`config.mk`:
```
export PLATFORM = sky130hd
export DESIGN_NAME = csc_yuv2rgb
export DESIGN_NICKNAME = d
export VERILOG_FILES = /design/src/rtl/csc_pkg.sv /design/src/rtl/csc_coef_bank.sv /design/src/rtl/csc_row.sv /design/src/rtl/csc_yuv2rgb.sv
export SDC_FILE = /design/constraint.sdc
export NUM_CORES = 2
export LEC_CHECK = 0
export ABC_AREA = 1
export BUFFER_PORTS_ARGS = -buffer_cell sky130_fd_sc_hd__buf_2
export CAP_MARGIN = 20
export CORE_ASPECT_RATIO = 2
export CORE_MARGIN = 5
export CORE_UTILIZATION = 33
export CTS_CLUSTER_DIAMETER = 120
export DETAILED_ROUTE_END_ITERATION = 10
export SYNTH_ARGS = -nofsm -noshare
export SYNTH_HDL_FRONTEND = slang
export SYNTH_SLANG_ARGS = --single-unit
```
`constraint.sdc`:
```
create_clock -name clk -period 4.95 [get_ports clk]
set_input_delay 0.2475 -clock clk [delete_from_list [all_inputs] [get_ports clk]]
set_output_delay 0.2475 -clock clk [all_outputs]
set_load 0.1 [all_outputs]
```
`src/rtl/csc_pkg.sv`:
```
package csc_pkg;
    localparam int PIX_W    = 8;
    localparam int MUL_W    = 13;
    localparam int MUL_FRAC = 10;
    localparam int OFS_W    = 14;
    localparam int OFS_FRAC = 4;
    localparam int NROWS    = 3;
    localparam int NCOLS    = 4;
    localparam int NREGS    = NROWS * NCOLS;
    localparam int CFG_AW   = 4;
    localparam int CFG_DW   = 16;
    localparam int BYP_ADDR = NREGS;
    localparam int ALIGN    = MUL_FRAC - OFS_FRAC;
    localparam int PROD_W   = PIX_W + MUL_W + 1;
    localparam int SUM_W    = PROD_W + 3;
    localparam int STAGES   = 3;

    localparam int ROW_G = 0;
    localparam int ROW_R = 1;
    localparam int ROW_B = 2;

    typedef logic signed [MUL_W-1:0] mul_t;
    typedef logic signed [OFS_W-1:0] ofs_t;

    typedef struct packed {
        mul_t ky;
        mul_t ku;
        mul_t kv;
        ofs_t k0;
    } row_coef_t;

    function automatic row_coef_t default_row(input int r);
        row_coef_t c;
        c.ky = 13'h04A7;
        case (r)
            ROW_G: begin
                c.ku = 13'h1E6F;
                c.kv = 13'h1CBF;
                c.k0 = 14'h0877;
            end
            ROW_R: begin
                c.ku = 13'h0000;
                c.kv = 13'h0662;
                c.k0 = 14'h3211;
            end
            default: begin
                c.ku = 13'h0812;
                c.kv = 13'h0000;
                c.k0 = 14'h2EB1;
            end
        endcase
        return c;
    endfunction
endpackage

```
`src/rtl/csc_coef_bank.sv`:
```
module csc_coef_bank
    import csc_pkg::*;
(
    input  logic                        clk,
    input  logic                        rst_n,
    input  logic                        wr_en,
    input  logic [CFG_AW-1:0]           wr_addr,
    input  logic [CFG_DW-1:0]           wr_data,
    input  logic                        commit,
    output row_coef_t [NROWS-1:0]       act_coef,
    output logic                        act_bypass
);
    typedef struct packed {
        row_coef_t [NROWS-1:0] shd;
        row_coef_t [NROWS-1:0] act;
        logic                  shd_byp;
        logic                  act_byp;
    } bank_t;

    bank_t d, q;

    logic [CFG_AW-3:0] sel_row;
    logic [1:0]        sel_col;

    assign sel_row = wr_addr[CFG_AW-1:2];
    assign sel_col = wr_addr[1:0];

    function automatic bank_t reset_bank();
        bank_t b;
        for (int r = 0; r < NROWS; r++) begin
            b.shd[r] = default_row(r);
            b.act[r] = default_row(r);
        end
        b.shd_byp = 1'b0;
        b.act_byp = 1'b0;
        return b;
    endfunction

    always_comb begin
        d = q;
        if (commit) begin
            d.act     = q.shd;
            d.act_byp = q.shd_byp;
        end
        if (wr_en) begin
            if (int'(wr_addr) < NREGS) begin
                case (sel_col)
                    2'd0:    d.shd[sel_row].ky = wr_data[MUL_W-1:0];
                    2'd1:    d.shd[sel_row].ku = wr_data[MUL_W-1:0];
                    2'd2:    d.shd[sel_row].kv = wr_data[MUL_W-1:0];
                    default: d.shd[sel_row].k0 = wr_data[OFS_W-1:0];
                endcase
            end else if (int'(wr_addr) == BYP_ADDR) begin
                d.shd_byp = wr_data[0];
            end
        end
    end

    always_ff @(posedge clk) begin
        if (!rst_n) begin
            q <= reset_bank();
        end else begin
            q <= d;
        end
    end

    assign act_coef   = q.act;
    assign act_bypass = q.act_byp;

    AST_ACT_HOLD_NO_COMMIT: assert property (@(posedge clk) disable iff (!rst_n)
        !commit |=> ($stable(q.act) && $stable(q.act_byp)));

    AST_HIGH_ADDR_IGNORED: assert property (@(posedge clk) disable iff (!rst_n)
        (wr_en && (int'(wr_addr) > BYP_ADDR)) |=> ($stable(q.shd) && $stable(q.shd_byp)));
endmodule

```
`src/rtl/csc_row.sv`:
```
module csc_row
    import csc_pkg::*;
(
    input  logic             clk,
    input  logic             rst_n,
    input  logic             adv,
    input  logic [PIX_W-1:0] y,
    input  logic [PIX_W-1:0] u,
    input  logic [PIX_W-1:0] v,
    input  row_coef_t        coef,
    output logic [PIX_W-1:0] res
);
    localparam int ROUND_I = 1 << (MUL_FRAC - 1);
    localparam int PIX_MAX = (1 << PIX_W) - 1;

    typedef struct packed {
        logic signed [PROD_W-1:0] py;
        logic signed [PROD_W-1:0] pu;
        logic signed [PROD_W-1:0] pv;
        logic signed [SUM_W-1:0]  ofs;
        logic signed [SUM_W-1:0]  sum;
        logic [PIX_W-1:0]         res;
    } row_st_t;

    row_st_t d, q;

    logic signed [SUM_W-1:0] rounded;
    logic signed [SUM_W-1:0] shifted;

    function automatic logic signed [PROD_W-1:0] mul(input logic [PIX_W-1:0] p, input mul_t k);
        logic [PROD_W-1:0] a;
        logic [PROD_W-1:0] b;
        a = {{(PROD_W-PIX_W){1'b0}}, p};
        b = {{(PROD_W-MUL_W){k[MUL_W-1]}}, k};
        return $signed(a * b);
    endfunction

    function automatic logic signed [SUM_W-1:0] sext(input logic signed [PROD_W-1:0] p);
        return {{(SUM_W-PROD_W){p[PROD_W-1]}}, p};
    endfunction

    always_comb begin
        rounded = q.sum + SUM_W'(ROUND_I);
        shifted = rounded >>> MUL_FRAC;
    end

    always_comb begin
        d = q;
        if (adv) begin
            d.py  = mul(y, coef.ky);
            d.pu  = mul(u, coef.ku);
            d.pv  = mul(v, coef.kv);
            d.ofs = {{(SUM_W-OFS_W-ALIGN){coef.k0[OFS_W-1]}}, coef.k0, {ALIGN{1'b0}}};
            d.sum = sext(q.py) + sext(q.pu) + sext(q.pv) + q.ofs;
            if (rounded[SUM_W-1]) begin
                d.res = '0;
            end else if (shifted > SUM_W'(PIX_MAX)) begin
                d.res = '1;
            end else begin
                d.res = shifted[PIX_W-1:0];
            end
        end
    end

    always_ff @(posedge clk) begin
        if (!rst_n) begin
            q <= '0;
        end else begin
            q <= d;
        end
    end

    assign res = q.res;

    AST_CLAMP_LOW: assert property (@(posedge clk) disable iff (!rst_n)
        (adv && (q.sum < -SUM_W'(ROUND_I))) |=> (res == '0));

    AST_ROW_FREEZE: assert property (@(posedge clk) disable iff (!rst_n)
        !adv |=> $stable(res));
endmodule

```
`src/rtl/csc_yuv2rgb.sv`:
```
module csc_yuv2rgb
    import csc_pkg::*;
(
    input  logic              clk,
    input  logic              rst_n,
    input  logic              cfg_we,
    input  logic [CFG_AW-1:0] cfg_addr,
    input  logic [CFG_DW-1:0] cfg_wdata,
    input  logic              frame_start,
    input  logic              in_valid,
    output logic              in_ready,
    input  logic [PIX_W-1:0]  in_c0,
    input  logic [PIX_W-1:0]  in_c1,
    input  logic [PIX_W-1:0]  in_c2,
    output logic              out_valid,
    input  logic              out_ready,
    output logic [PIX_W-1:0]  out_r,
    output logic [PIX_W-1:0]  out_g,
    output logic [PIX_W-1:0]  out_b
);
    localparam int RAW_W = 3 * PIX_W;

    typedef struct packed {
        logic [STAGES-1:0]            vld;
        logic [STAGES-1:0]            byp;
        logic [STAGES-1:0][RAW_W-1:0] raw;
    } pipe_t;

    pipe_t d, q;

    row_coef_t [NROWS-1:0] act_coef;
    logic                  act_bypass;
    logic                  adv;
    logic [PIX_W-1:0]      row_res [NROWS];

    csc_coef_bank u_bank (
        .clk        (clk),
        .rst_n      (rst_n),
        .wr_en      (cfg_we),
        .wr_addr    (cfg_addr),
        .wr_data    (cfg_wdata),
        .commit     (frame_start),
        .act_coef   (act_coef),
        .act_bypass (act_bypass)
    );

    assign adv      = !q.vld[STAGES-1] || out_ready;
    assign in_ready = adv;

    for (genvar r = 0; r < NROWS; r++) begin : g_row
        csc_row u_row (
            .clk   (clk),
            .rst_n (rst_n),
            .adv   (adv),
            .y     (in_c0),
            .u     (in_c1),
            .v     (in_c2),
            .coef  (act_coef[r]),
            .res   (row_res[r])
        );
    end

    always_comb begin
        d = q;
        if (adv) begin
            d.vld = {q.vld[STAGES-2:0], in_valid};
            d.byp = {q.byp[STAGES-2:0], act_bypass};
            d.raw[0] = {in_c0, in_c1, in_c2};
            for (int s = 1; s < STAGES; s++) begin
                d.raw[s] = q.raw[s-1];
            end
        end
    end

    always_ff @(posedge clk) begin
        if (!rst_n) begin
            q <= '0;
        end else begin
            q <= d;
        end
    end

    assign out_valid = q.vld[STAGES-1];
    assign out_r = q.byp[STAGES-1] ? q.raw[STAGES-1][3*PIX_W-1:2*PIX_W] : row_res[ROW_R];
    assign out_g = q.byp[STAGES-1] ? q.raw[STAGES-1][2*PIX_W-1:PIX_W]   : row_res[ROW_G];
    assign out_b = q.byp[STAGES-1] ? q.raw[STAGES-1][PIX_W-1:0]         : row_res[ROW_B];

    AST_OUT_HOLD: assert property (@(posedge clk) disable iff (!rst_n)
        (out_valid && !out_ready) |=> (out_valid && $stable({out_r, out_g, out_b})));

    AST_READY_PASS: assert property (@(posedge clk) disable iff (!rst_n)
        out_ready |-> in_ready);

    AST_FIXED_LATENCY: assert property (@(posedge clk) disable iff (!rst_n)
        (in_ready && $past(in_ready) && $past(in_valid && in_ready, 2)) |=> out_valid);
endmodule

```
Word level (Yosys, flattened, before mapping). Cells that the tools add are included.

Reductions and logical operators: 6. $mul: 9. Equal/unequal tests: 3. Bitwise gates (word level): 1. $lt $le $gt $ge: 6. Multiplexer cells: 22. Add/subtract/negate cells: 12.

Operator list (number): $bwmux W159 (4); $pmux W159 S3 (1); $demux W53 S2 (4); $mul A9 B13 Y22 (9); $add A25 B11 Y25 const B (3); $add A25 B20 Y25 (3); $add A23 B22 Y24 (3); $mux W8 (9); $add A22 B22 Y23 (3); $mux W53 (1); $gt A15 B9 Y1 const B (3); $mux W40 (1); $mux W27 (1); $mux W14 (1); $eq A4 B3 Y1 const B (1); $lt A4 B4 Y1 const B (1); $lt A2 B3 Y1 const B (1); $reduce_and A3 Y1 (1); $eq A2 B1 Y1 const B (1); $eq A2 B2 Y1 const B (1); $ge A2 B1 Y1 const B (1); $logic_not A2 Y1 (1); $reduce_and A2 Y1 (1); $logic_and A1 B1 Y1 (1); other kinds (3) (3).

Input bits: 50. Logic and storage cells: 108. Flip-flop bits (word level): 737.

Logic depth before layout (Yosys ltp).
Depth after elaboration: 6. Mapped depth: 29.

Modules after synthesis. A second synthesis with hierarchy kept.

Cells, all modules: 9974. Area total of the unflattened synthesis: 71672.5 um^2.

Modules (own cells, without submodules): csc_row (g_row[0].u_row) (sequential area each 2082.0 um^2, instances 1, area each 18589.1 um^2, cells each 2632); csc_row (g_row[1].u_row) (sequential area each 2082.0 um^2, instances 1, area each 18559.0 um^2, cells each 2608); csc_row (g_row[2].u_row) (sequential area each 2082.0 um^2, instances 1, area each 18547.8 um^2, cells each 2610); csc_coef_bank (sequential area each 6406.1 um^2, instances 1, area each 12449.4 um^2, cells each 1569); csc_yuv2rgb (sequential area each 1561.5 um^2, instances 1, area each 3527.1 um^2, cells each 555).

Worst setup path after synthesis. OpenSTA, ideal clock, no wires.

Kind: reg2reg. Start: register u_bank.q, in the netlist u_bank.act_coef[39]. End: register g_row[0].u_row.q[101] (netlist bit). Required time: 4.892 ns. Data arrival time: 4.236 ns. Library setup time: 0.058 ns. Stages on the path, launching flop included: 20. Path buffers: 1. Slack: 0.656 ns. Cell sequence: dfxtp_1 -> clkbuf_1 -> nand2_1 -> fa_1 -> inv_1 -> fa_1 -> fa_1 -> inv_1 -> fa_1 -> inv_1 -> ha_1 -> inv_1 -> nor3_1 -> and2_1 -> nand3_1 -> nand3_1 -> a21oi_1 -> o21ai_0 -> o211ai_1 -> inv_1.

Word-level cells in the longest chain between the ends: 1.

Ends and longest elaborated chain: from (decl) (line csc_coef_bank.sv:20) `bank_t d, q;`; from (signal assigned) (line csc_coef_bank.sv:61) `q <= reset_bank();`; $mul A9 B13 Y22 (line csc_row.sv:35) `return $signed(a * b);`; to (signal assigned) (line csc_row.sv:67) `q <= '0;`; to (signal assigned) (line csc_row.sv:69) `q <= d;`; to (decl) (line csc_row.sv:25) `row_st_t d, q;`.

Every way passes these cells. A chain may end at the register's enable or synchronous reset.

Worst setup path in the final report.
Start: register u_bank.q, in the netlist u_bank.act_coef[46]. End: register g_row[0].u_row.q[117] (netlist bit).

The elaborated chain is that of the path after synthesis.

==> reports/metrics.cfg <==
[floorplan]
die_width_um = 333.3
design.core.area_mm2 = 0.2082
die_h_um = 656.7
fp-row-count = 237
start_util_pct = 33.15
io_pins = 76
dieArea_mm2 = 0.2189

[synth]
yosysWarnings = 0
syn_nets = 10582
yosysUniqueCellTypes = 59
syn_inst = 9188
async_flop_share_pct = 0
synth_top_area_cell = fa_1
synth_area_mm2 = 0.06900
synth_top_area_share_pct = 23.76
ys_seq_area_share_pct = 20.60
synth-edff-count = 0
synthTopCellsByArea = fa_1, dfxtp_1, inv_1
synth_seq_cells = 710
synth.avg_cell_area_um2 = 7.510
synth_ff_type = dfxtp_1

[placement]
port-buffer-count = 73
dp_slack_ns = -0.1425
gp_congestion = 0.9433
dp_hpwl_mm = 178.2
placed_area_mm2 = 0.07416

[clock_network]
cts_buffer_depth = 3
numClockSinks = 710
root_buffer = clkbuf_16
insertion_delay_ns = 0.70
cts_buffers = 74
cts_tree = done
path_clk_slew_ns = 0.07
h-tree-depth = 3

[setup_path]
crit_fanout = 5
path_cells = buf_4 -> nand2_1 -> fa_1 -> inv_1 -> fa_1 -> fa_1 -> inv_1 -> fa_1 -> inv_1 -> ha_1 -> nand2_1 -> nor2_2 -> nand2_1 -> nand3_1 -> nand2_1 -> o21ai_2 -> buf_4 -> nand3_1 -> nand2_1 -> xor2_2 -> buf_4 -> o21bai_1 -> inv_1
crit_top_cell = nand2_1
max_stage_delay_ns = 0.54
crit_slowest_cell = fa_1
path_class = flip-flop to flip-flop
required_ns = 5.57
worstPathArrival_ns = 5.36
cp-start-kind = flip-flop
endpoint_kind = flip-flop

[sta]
finalCritPeriodShare_pct = 95.61
period_minus_slack_ns = 4.733
tightest_slew_ns = 1.037
max_freq_ghz = 0.2113
setup_viol = 0
finalHoldViolations = 0
maxSlewViolCount = 0
slew_headroom_pct = 30.61
setup_ws_ns = 0.2172
clock_skew_ns = 0.05560

[global_routing]
grt_pass1_vias = 61017
overflow = 0
grt_pass1_wl_mm = 338.9
grt_usage_pct = 19.79
grt_max_degree = 137
grt_antenna_before_repair = 7

[flow_run]
cap_violations = 0

[cells_and_area]
syn2layout_area_growth_pct = 11.52
final_cell_area_mm2 = 0.07696
nets = 10662
layout-drive-gt1-share_pct = 7.538
fin_util_pct = 36.97
nFillCells = 21784

[routing]
vias = 57665
first_iter_violations = 2749
wl_per_cell_um = 18.13
routed_via_density = 4.774
drc = 0
drt.antenna.violating_nets = 0
dr.pass1.iters = 7
wl_mm = 219.0

[power_and_ir_drop]
power_density_mw_per_mm2 = 593.3
peakVddDrop_v = 0.0004049
p_leak_uw = 0.04300

[status]
status = complete, no violations

[worst_hold_path]
hold_class = primary input to flip-flop

## critical path, delay by kind of cell, from the launching register on
family | cells | cell delay [ns]
compound gates | 2 | 0.26
xor+xnor | 1 | 0.15
fa+ha+maj | 5 | 2.33
buf+inv | 7 | 0.74
flops | 1 | 0.35
simple gates | 8 | 0.82
## per-layer routing
| metal | GRT usage (%) | vias to the layer above | routed length (um) |
|---|---|---|---|
| li1 | - | 28014 | - |
| met1 | 18.73 | 27776 | 72270 |
| met2 | 37.54 | 1303 | 114800 |
| met3 | 1.962 | 568 | 7519 |
| met4 | 17.11 | 4 | 24370 |
| met5 | 0 | - | 27 |
## area by class of cell
type | count | area (um2) | share of cell area (%)
tap | 2748 | 3438 | 4.468
clock inverter | 39 | 549.3 | 0.7138
sequential | 710 | 14250 | 18.52
timing repair buffer | 438 | 3437 | 4.466
clock buffer | 95 | 2074 | 2.696
multi-input combinational | 5831 | 44880 | 58.31
inverter | 2213 | 8317 | 10.81
antenna | 4 | 10.01 | 0.01301
## per-stage QoR
step	total power (uW)	TNS (ns)	cells	hold slack [ns]
floorplan	28470	0	9188	0.3643
global placement	39260	-0.2077	11933	0.4325
detailed placement	39550	-0.1690	11934	0.4379
CTS	45940	0	12074	0.0006892
global route	49880	-0.02238	12075	0.03231
finish	45660	0	12078	0.03255
## cell usage in the layout, fill, tap and decap left out, types with 71 or more instances in the layout
| cell | instances |
|---|---|
| nand2_1 | 1730 |
| fa_1 | 818 |
| nand3_1 | 223 |
| o21ai_0 | 682 |
| o21bai_1 | 114 |
| buf_4 | 335 |
| xor2_1 | 143 |
| nor2_1 | 538 |
| ha_1 | 525 |
| a21oi_1 | 526 |
| xnor2_1 | 89 |
| inv_1 | 2202 |
| buf_2 | 71 |
| dfxtp_1 | 684 |
| clkbuf_16 | 77 |
## repair_timing
| item | 4_1_cts | 5_1_grt |
|---|---|---|
| endpoints found under the setup margin | 1 | 47 |
| buffers inserted | 0 | 0 |
| hold buffers | 6 | 0 |
| resized for setup | 3 | 46 |
| pin swaps | 0 | 0 |
| endpoints found under the hold margin | 14 | 0 |
## synth_stat cells, types with 41 or more instances
master    count
clkbuf_1    385
nand2_1    1730
a21oi_1     527
o211ai_1     66
nor3_1       41
xor2_1      145
xnor2_1      90
dfxtp_1     710
nor2_1      541
inv_1      2204
o21ai_0     688
fa_1        819
o21bai_1    114
ha_1        525
nand3_1     223
## report_power, final
part           switching, uW  total [uW]  internal [uW]
Clock                   2610        6150           3530
Combinational          19700       31500          11900
Sequential              1220        7980           6770
Total                  23500       45700          22200
## cells by family after synthesis
family / share of synthesized area [%]
buffers and inverters: 14.47
AND/OR/NAND/NOR: 15.29
AO/OA/AOI/OAI: 12.96
adder cells (fa/ha/maj): 33.28
flip-flops: 20.60
XOR/XNOR: 2.983
multiplexers: 0.4207
## worst paths after layout
kind / startpoint / endpoint / slack [ns] / cells after the start
worst max-delay path: u_bank.act_coef[46]$_SDFFE_PN0P_ / g_row[0].u_row.q[117]$_SDFFE_PN0P_ / 0.22 / 23
worst min-delay path: cfg_wdata[5] / flip-flop / 0.03 / 3
worst max register to register: u_bank.act_coef[46]$_SDFFE_PN0P_ / g_row[0].u_row.q[117]$_SDFFE_PN0P_ / 0.22 / 23
worst min register to register: flip-flop / u_bank.act_coef[35]$_SDFFE_PN0P_ / 0.45 / 2
Note: power is estimated with default switching activity, not from simulation.
